### config.mk
export PLATFORM = sky130hd
export DESIGN_NAME = link_txn_seq
export DESIGN_NICKNAME = d
export VERILOG_FILES = /design/src/rtl/seq_pkg.sv /design/src/rtl/seq_resp_cls.sv /design/src/rtl/seq_lim_ctr.sv /design/src/rtl/link_txn_seq.sv
export SDC_FILE = /design/constraint.sdc
export NUM_CORES = 1
export LEC_CHECK = 0
export BUFFER_PORTS_ARGS = -buffer_cell sky130_fd_sc_hd__clkbuf_2
export CAP_MARGIN = 20
export CORE_MARGIN = 4
export CORE_UTILIZATION = 51
export DETAILED_ROUTE_END_ITERATION = 6
export PLACE_DENSITY = 0.81
export REMOVE_ABC_BUFFERS = 1
export SKIP_CTS_REPAIR_TIMING = 1
export SYNTH_ARGS = -nofsm -noshare
export SYNTH_HDL_FRONTEND = slang
export SYNTH_SLANG_ARGS = --single-unit
### constraint.sdc
create_clock -name clk -period 3 [get_ports clk]
set_clock_uncertainty 0.15 [all_clocks]
set_input_delay 0.3 -clock clk [delete_from_list [all_inputs] [get_ports clk]]
set_output_delay 0.3 -clock clk [all_outputs]
set_load 0.02 [all_outputs]
### src/rtl/seq_pkg.sv
package seq_pkg;

    typedef enum logic [2:0] {
        OP_IDLE  = 3'd0,
        OP_CMD   = 3'd1,
        OP_DPOLL = 3'd2,
        OP_EPOLL = 3'd3,
        OP_TERM  = 3'd4,
        OP_LOW   = 3'd5
    } link_op_e;

    typedef enum logic [2:0] {
        XS_OK      = 3'd0,
        XS_TIMEOUT = 3'd1,
        XS_IOERR   = 3'd2,
        XS_NODEV   = 3'd3,
        XS_REFUSED = 3'd4
    } xfer_st_e;

    typedef enum logic [1:0] {
        RX_GOOD    = 2'd0,
        RX_TIMEOUT = 2'd1,
        RX_CRCBAD  = 2'd2,
        RX_ONES    = 2'd3
    } rx_res_e;

    typedef enum logic [1:0] {
        TAG_ACK  = 2'd0,
        TAG_BUSY = 2'd1,
        TAG_ERRA = 2'd2,
        TAG_ERRC = 2'd3
    } resp_tag_e;

    typedef enum logic [2:0] {
        ACT_OK,
        ACT_TIMEOUT,
        ACT_NODEV,
        ACT_CRC,
        ACT_BUSY,
        ACT_ERRA,
        ACT_ERRC
    } resp_act_e;

    typedef enum logic [3:0] {
        S_IDLE,
        S_CMD,
        S_ECHO,
        S_RX,
        S_PRE,
        S_POLL,
        S_SDLY,
        S_BRK_PRE,
        S_BRK_LOW,
        S_BRK_ECHO,
        S_BRK_POST,
        S_FIN
    } seq_st_e;

endpackage

### src/rtl/seq_resp_cls.sv
module seq_resp_cls
    import seq_pkg::*;
(
    input  logic [1:0] res_i,
    input  logic [1:0] tag_i,
    output resp_act_e  act_o
);

    always_comb begin
        act_o = ACT_OK;
        unique case (rx_res_e'(res_i))
            RX_TIMEOUT: act_o = ACT_TIMEOUT;
            RX_ONES:    act_o = ACT_NODEV;
            RX_CRCBAD:  act_o = ACT_CRC;
            default: begin
                unique case (resp_tag_e'(tag_i))
                    TAG_BUSY: act_o = ACT_BUSY;
                    TAG_ERRA: act_o = ACT_ERRA;
                    TAG_ERRC: act_o = ACT_ERRC;
                    default:  act_o = ACT_OK;
                endcase
            end
        endcase
    end

endmodule

### src/rtl/seq_lim_ctr.sv
module seq_lim_ctr #(
    parameter int LIMIT = 3
) (
    input  logic clk,
    input  logic rst_n,
    input  logic clr_i,
    input  logic inc_i,
    output logic at_lim_o
);

    localparam int CW = (LIMIT < 1) ? 1 : $clog2(LIMIT + 1);

    logic [CW-1:0] cnt_q, cnt_d;

    assign at_lim_o = (cnt_q == CW'(LIMIT));

    always_comb begin
        cnt_d = cnt_q;
        if (clr_i) begin
            cnt_d = '0;
        end else if (inc_i && !at_lim_o) begin
            cnt_d = cnt_q + 1'b1;
        end
    end

    always_ff @(posedge clk or negedge rst_n) begin
        if (!rst_n) begin
            cnt_q <= '0;
        end else begin
            cnt_q <= cnt_d;
        end
    end


    lim_ovf_chk: assert property (@(posedge clk) disable iff (!rst_n)
        cnt_q <= CW'(LIMIT));


    lim_step_chk: assert property (@(posedge clk) disable iff (!rst_n)
        (inc_i && !clr_i && !at_lim_o) |=> (cnt_q == $past(cnt_q) + 1'b1));

endmodule

### src/rtl/link_txn_seq.sv
module link_txn_seq
    import seq_pkg::*;
#(
    parameter int DATA_W    = 32,
    parameter int CNT_W     = 12,
    parameter int ID_W      = 2,
    parameter int BUSY_MAX  = 50,
    parameter int CRC_MAX   = 3,
    parameter int CMD_MAX   = 3,
    parameter int POLL_IDLE = 21,
    parameter int PRE_BRK   = 50,
    parameter int BRK_LEN   = 256,
    parameter int POST_BRK  = 16
) (
    input  logic              clk,
    input  logic              rst_n,
    input  logic              ext_mode_i,
    input  logic [CNT_W-1:0]  echo_dly_i,
    input  logic [CNT_W-1:0]  send_dly_i,
    input  logic              req_valid_i,
    input  logic              req_brk_i,
    input  logic [ID_W-1:0]   req_id_i,
    input  logic              req_rd_i,
    output logic              done_o,
    output logic [2:0]        status_o,
    output logic [DATA_W-1:0] data_o,
    output logic              clr_addr_o,
    output logic              tx_start_o,
    output logic [2:0]        tx_op_o,
    output logic [CNT_W-1:0]  tx_cnt_o,
    output logic [ID_W-1:0]   tx_id_o,
    input  logic              tx_done_i,
    output logic              rx_start_o,
    output logic              rx_data_exp_o,
    input  logic              rx_done_i,
    input  logic [1:0]        rx_res_i,
    input  logic [1:0]        rx_tag_i,
    input  logic [DATA_W-1:0] rx_data_i
);

    localparam logic [CNT_W-1:0] POLL_CNT = CNT_W'(POLL_IDLE);
    localparam logic [CNT_W-1:0] PRE_CNT  = CNT_W'(PRE_BRK);
    localparam logic [CNT_W-1:0] BRK_CNT  = CNT_W'(BRK_LEN);
    localparam logic [CNT_W-1:0] POST_CNT = CNT_W'(POST_BRK);

    typedef struct packed {
        seq_st_e           st;
        logic              issued;
        logic [ID_W-1:0]   id;
        logic              rd;
        logic              brk;
        logic              resend;
        logic              term;
        link_op_e          poll_op;
        xfer_st_e          status;
        logic [DATA_W-1:0] data;
    } seq_reg_t;

    seq_reg_t r_q, r_d;

    resp_act_e act;
    logic      busy_inc, crc_inc, cmd_inc;
    logic      poll_clr, cmd_clr;
    logic      busy_lim, crc_lim, cmd_lim;

    logic              is_tx, counted, adv;
    seq_st_e           nxt;
    link_op_e          op_c;
    logic [CNT_W-1:0]  cnt_c;
    logic              tx_start_c, rx_start_c;

    seq_resp_cls u_cls (
        .res_i (rx_res_i),
        .tag_i (rx_tag_i),
        .act_o (act)
    );

    seq_lim_ctr #(.LIMIT(BUSY_MAX)) u_busy_ctr (
        .clk      (clk),
        .rst_n    (rst_n),
        .clr_i    (poll_clr),
        .inc_i    (busy_inc),
        .at_lim_o (busy_lim)
    );

    seq_lim_ctr #(.LIMIT(CRC_MAX)) u_crc_ctr (
        .clk      (clk),
        .rst_n    (rst_n),
        .clr_i    (poll_clr),
        .inc_i    (crc_inc),
        .at_lim_o (crc_lim)
    );

    seq_lim_ctr #(.LIMIT(CMD_MAX)) u_cmd_ctr (
        .clk      (clk),
        .rst_n    (rst_n),
        .clr_i    (cmd_clr),
        .inc_i    (cmd_inc),
        .at_lim_o (cmd_lim)
    );

    // op and count chosen by the present state
    always_comb begin
        is_tx   = 1'b0;
        counted = 1'b0;
        op_c    = OP_IDLE;
        cnt_c   = '0;
        nxt     = r_q.st;
        unique case (r_q.st)
            S_CMD: begin
                is_tx = 1'b1;
                op_c  = OP_CMD;
                nxt   = S_ECHO;
            end
            S_ECHO: begin
                is_tx   = 1'b1;
                counted = 1'b1;
                cnt_c   = echo_dly_i;
                nxt     = S_RX;
            end
            S_PRE: begin
                is_tx   = 1'b1;
                counted = 1'b1;
                cnt_c   = POLL_CNT;
                nxt     = S_POLL;
            end
            S_POLL: begin
                is_tx = 1'b1;
                op_c  = r_q.poll_op;
                nxt   = S_ECHO;
            end
            S_SDLY: begin
                is_tx   = 1'b1;
                counted = 1'b1;
                cnt_c   = send_dly_i;
                nxt     = r_q.resend ? S_CMD : S_FIN;
            end
            S_BRK_PRE: begin
                is_tx   = 1'b1;
                counted = 1'b1;
                cnt_c   = PRE_CNT;
                nxt     = S_BRK_LOW;
            end
            S_BRK_LOW: begin
                is_tx   = 1'b1;
                counted = 1'b1;
                op_c    = OP_LOW;
                cnt_c   = BRK_CNT;
                nxt     = S_BRK_ECHO;
            end
            S_BRK_ECHO: begin
                is_tx   = 1'b1;
                counted = 1'b1;
                cnt_c   = echo_dly_i;
                nxt     = S_BRK_POST;
            end
            S_BRK_POST: begin
                is_tx   = 1'b1;
                counted = 1'b1;
                cnt_c   = POST_CNT;
                nxt     = S_FIN;
            end
            default: ;
        endcase
    end

    // next-state computation
    always_comb begin
        r_d        = r_q;
        tx_start_c = 1'b0;
        rx_start_c = 1'b0;
        adv        = 1'b0;
        busy_inc   = 1'b0;
        crc_inc    = 1'b0;
        cmd_inc    = 1'b0;
        poll_clr   = 1'b0;
        cmd_clr    = 1'b0;

        if (is_tx) begin
            if (counted && cnt_c == '0) begin
                adv = 1'b1;
            end else if (!r_q.issued) begin
                tx_start_c = 1'b1;
                r_d.issued = 1'b1;
            end else if (tx_done_i) begin
                adv        = 1'b1;
                r_d.issued = 1'b0;
            end
            if (adv) begin
                r_d.st = nxt;
                if (r_q.st == S_SDLY && r_q.resend) begin
                    r_d.resend = 1'b0;
                    poll_clr   = 1'b1;
                end
            end
        end

        unique case (r_q.st)
            S_IDLE: begin
                if (req_valid_i) begin
                    r_d.data   = '0;
                    r_d.issued = 1'b0;
                    r_d.resend = 1'b0;
                    r_d.term   = 1'b0;
                    if (ext_mode_i) begin
                        r_d.status = XS_REFUSED;
                        r_d.brk    = 1'b0;
                        r_d.st     = S_FIN;
                    end else begin
                        r_d.status = XS_OK;
                        r_d.id     = req_id_i;
                        r_d.rd     = req_rd_i;
                        r_d.brk    = req_brk_i;
                        poll_clr   = 1'b1;
                        cmd_clr    = 1'b1;
                        r_d.st     = req_brk_i ? S_BRK_PRE : S_CMD;
                    end
                end
            end
            S_RX: begin
                if (!r_q.issued) begin
                    rx_start_c = 1'b1;
                    r_d.issued = 1'b1;
                end else if (rx_done_i) begin
                    r_d.issued = 1'b0;
                    r_d.st     = S_SDLY;
                    if (r_q.term) begin
                        r_d.status = XS_IOERR;
                    end else begin
                        unique case (act)
                            ACT_OK: begin
                                r_d.status = XS_OK;
                                r_d.data   = rx_data_i;
                            end
                            ACT_TIMEOUT: r_d.status = XS_TIMEOUT;
                            ACT_NODEV:   r_d.status = XS_NODEV;
                            ACT_ERRA:    r_d.status = XS_IOERR;
                            ACT_CRC: begin
                                if (!crc_lim) begin
                                    crc_inc     = 1'b1;
                                    r_d.poll_op = OP_EPOLL;
                                    r_d.st      = S_PRE;
                                end else begin
                                    r_d.status = XS_IOERR;
                                end
                            end
                            ACT_BUSY: begin
                                r_d.st = S_PRE;
                                if (!busy_lim) begin
                                    busy_inc    = 1'b1;
                                    r_d.poll_op = OP_DPOLL;
                                end else begin
                                    r_d.poll_op = OP_TERM;
                                    r_d.term    = 1'b1;
                                end
                            end
                            ACT_ERRC: begin
                                if (!cmd_lim) begin
                                    cmd_inc    = 1'b1;
                                    r_d.resend = 1'b1;
                                end else begin
                                    r_d.status = XS_IOERR;
                                end
                            end
                            default: r_d.status = XS_IOERR;
                        endcase
                    end
                end
            end
            S_FIN: begin
                r_d.st = S_IDLE;
            end
            default: ;
        endcase
    end

    always_ff @(posedge clk or negedge rst_n) begin
        if (!rst_n) begin
            r_q <= '{st: S_IDLE, poll_op: OP_DPOLL, status: XS_OK, default: '0};
        end else begin
            r_q <= r_d;
        end
    end

    assign tx_start_o    = tx_start_c;
    assign tx_op_o       = op_c;
    assign tx_cnt_o      = cnt_c;
    assign tx_id_o       = r_q.id;
    assign rx_start_o    = rx_start_c;
    assign rx_data_exp_o = r_q.rd & ~r_q.term;
    assign done_o        = (r_q.st == S_FIN);
    assign status_o      = r_q.status;
    assign data_o        = r_q.data;
    assign clr_addr_o    = (r_q.st == S_FIN) & r_q.brk;

    // record of the last issued op, kept only for the poll-gap property
    link_op_e         last_op_q;
    logic [CNT_W-1:0] last_cnt_q;

    always_ff @(posedge clk or negedge rst_n) begin
        if (!rst_n) begin
            last_op_q  <= OP_CMD;
            last_cnt_q <= '0;
        end else if (tx_start_o) begin
            last_op_q  <= link_op_e'(tx_op_o);
            last_cnt_q <= tx_cnt_o;
        end
    end


    poll_gap_chk: assert property (@(posedge clk) disable iff (!rst_n)
        (tx_start_o && tx_op_o == OP_DPOLL) |-> (last_op_q == OP_IDLE && last_cnt_q == POLL_CNT));


    start_excl_chk: assert property (@(posedge clk) disable iff (!rst_n)
        !(tx_start_o && rx_start_o));


    refuse_ext_chk: assert property (@(posedge clk) disable iff (!rst_n)
        (r_q.st == S_IDLE && req_valid_i && ext_mode_i) |=> (done_o && status_o == XS_REFUSED));


    done_pulse_chk: assert property (@(posedge clk) disable iff (!rst_n)
        done_o |=> !done_o);


    err_data_chk: assert property (@(posedge clk) disable iff (!rst_n)
        (done_o && status_o != XS_OK) |-> (data_o == '0));


    brk_clr_chk: assert property (@(posedge clk) disable iff (!rst_n)
        clr_addr_o |-> (done_o && status_o == XS_OK));

endmodule

==> metrics.csv <==
stage;metric;value;unit
outcome;status;complete, no violations;
placement;IO buf count;126;
grt;first-pass GRT wire length;15.7;mm
grt;met3 Use GR;6.28;%
critical_path;Buf/Inv on CP;2;
grt;grt ovf;0;
timing;post-layout min period;2920;ps
logic_synthesis;Synth Register Bits;59;
clock_network;clk sinks;59;
logic_synthesis;synth top area cells;dfrtp_1 39%, nand2_1 9.4%, buf_4 7.5%;
floorplanning;Die ar.;8710;sq um
timing;final setup margin;78.9;ps
grt;initial antenna violation count;0;
logic_synthesis;top cells by count, synth;93 x nand2_1, 58 x dfrtp_1, 38 x o21ai_0;
critical_path;critical path type;register to output port;
timing;Final Hold Vio Count;0;
placement;GPL Wtd Cong;0.922;
pwr;Power, Total;4320;uW
placement;pre-CTS worst setup slack;254;ps
timing;worst slew pin tran;776;ps
final_layout;fin cells;636;
critical_path;Max stage delay on crit path;560;ps
pwr;leakage;0.00218;uW
routing;DR vias;3455;
clock_network;clock latency on the worst-skew pair;340;ps
grt;met2 Track Usage GR;36.9;%
pwr;Peak VDD IR;0.485;mV
timing;Final Cycle Share;97.4;%
clock_network;Max clock buf depth;2;
clock_network;CTS tree;done;
timing;Setup-failing EPs final;0;
final_layout;area grow syn2layout;21.6;%
floorplanning;chip width;93.3;um
floorplanning;core region area;6940;sq um
pwr;Power per Cell Area;957;nW/um^2
critical_path;Critical-path top delay cell;or4_4;
floorplanning;standard-cell rows;30;
critical_path;family with the most delay on the worst path;simple AND/OR/NAND/NOR gates;
job;Max-Cap Viols;0;
clock_network;Root Buffer;clkbuf_8;
routing;post-DR wirelength/cell;15.2;um
floorplanning;die height;93.3;um
placement;post-DP HPWL;7.10;mm
logic_synthesis;predominant post-synthesis flop cell;dfrtp_1;
logic_synthesis;most frequent cell after synthesis;nand2_1;
logic_synthesis;Syn Area/Cell;8.50;sq um
floorplanning;num ports;127;
critical_path;CP Max Fanout;8;
timing;count of pins over their slew limit;0;
grt;M1 GR Usage;28.5;%
routing;Detailed Route Iter0 Violations;328;
critical_path;Crit path required time;2550;ps
final_layout;Layout Utilization;65.0;%
timing;Min Hold Slack;19.2;ps
logic_synthesis;Cells after Synth;437;
final_layout;number of antenna diodes;0;
grt;largest net degree at the start of global routing;46;
critical_path;Worst EP arrival;2470;ps
logic_synthesis;Post-synth EDFFs;0;
grt;vias in the first global route;3321;
logic_synthesis;top cell type's share of synthesized area;39.1;%
routing;WL final;9.69;mm
routing;ANT nets after route;0;
logic_synthesis;Yosys Warn Count;0;
routing;first-pass detailed-route iteration total;4;
critical_path;cells along the critical path;clkbuf_2 -> nand2b_4 -> o221ai_1 -> nand2_1 -> or4_4 -> o22ai_4 -> nor2_1 -> buf_4;
logic_synthesis;largest area contributor in the netlist;dfrtp_1;
timing;Fmax;342;MHz
grt;global route hottest layer;met2;
final_layout;share of layout cells above drive strength 1;35.0;%
clock_network;Num CTS Buffers;9;
grt;Global Route Usage Sum;22.5;%
critical_path;CP Launch Type;register;
timing;max_slew headroom;48.2;%
min_path;Hold Path Class;input port to register;
logic_synthesis;synth unique cells;60;
routing;DRC viols;0;
critical_path;Critical Path End Type;output port;
clock_network;CTS H-tree depth;3;
routing;number of vias per cell;5.43;
placement;Inst Count DP;608;
critical_path;worst reg2reg setup slack;310;ps
final_layout;final net count;614;
clock_network;Reg clk slew, reported paths;70;ps
logic_synthesis;sequential fraction of the synthesis area;39.8;%
logic_synthesis;synthesized cell area;3710;sq um
logic_synthesis;share of flip-flops with an asynchronous set or reset;100;%
floorplanning;Starting Density;53.5;%
cells by family after synthesis:
group | after synthesis | share of synthesized area [%]
buf+inv | 69 | 11.1
simple gates | 182 | 23.7
xor+xnor | 7 | 1.65
flops | 59 | 39.8
mux | 13 | 3.67
fa+ha+maj | 9 | 3.03
compound gates | 98 | 17.1
final timing paths:
kind,startpoint,endpoint,cells after the start
setup / recovery,r_q[45],tx_start_o,8
hold / removal,rx_data_i[22],data_o[22],3
setup reg to reg,r_q[48],u_busy_ctr.cnt_q[4],9
hold reg to reg,data_o[19],data_o[19],2
max in group asynchronous,rst_n,r_q[36],3
min in group asynchronous,rst_n,tx_id_o[1],2
report_power, final:
part           switching [uW]  leakage, uW  internal [uW]
sequential                236     0.000788           1080
combinational            1440      0.00131            915
clock                     346    0.0000818            303
total                    2020      0.00218           2300
area by class of cell:
type / count / area (sq um)
fill: 573 / 2430
multi-input combinational: 309 / 1880
sequential: 59 / 1480
timing repair buffer: 151 / 837
clock buffer: 9 / 124
tap: 96 / 120
clock inverter: 7 / 53.8
inverter: 5 / 18.8
through the flow:
step           area [sq um]  TNS [ps]
3_3_place_gp           4200         0
2_1_floorplan          3320    -40780
6_report               4520         0
3_5_place_dp           4200         0
4_1_cts                4370      -131
5_1_grt                4520     -26.3
worst register-to-register path: cells and delay by family (launching register included):
| family | cells | cell delay (ps) |
|---|---|---|
| XOR/XNOR | 1 | 160 |
| buffers and inverters | 3 | 540 |
| AND/OR/NAND/NOR | 4 | 1100 |
| flip-flops | 1 | 470 |
| AO/OA/AOI/OAI | 1 | 190 |
sequential cells by signal (all words and copies together), names as in the netlist:
name / flops
tx_id_o: 2
r_q: 12
u_cmd_ctr.cnt_q: 2
status_o: 3
u_crc_ctr.cnt_q: 2
u_busy_ctr.cnt_q: 6
data_o: 32
layout by cell type, fill, tap and decap left out, drive strengths merged, types with 4 or more instances in the layout:
cell type  instances
clkbuf           135
inv                6
mux2               5
a311oi             8
o21a               4
mux2i              8
dfrtp             58
buf               24
o2bb2ai            6
nor2b              8
nand3b             4
nor3              13
o21ai             45
xor2               4
a21oi             13
ha                 9
nand4              4
nor2              21
and3               4
nand3              5
nand2b            11
nand2             93
metal layers:
layer  vias to the layer above  share of wire (%)  wire (um)
li1                       1685                  -          -
met1                      1620                 42       4040
met2                       129                 50       4850
met3                        21                6.4        618
met4                         0                2.0        191
met5                         -                  0          0
No activity file was read; power rests on OpenSTA's default activity.
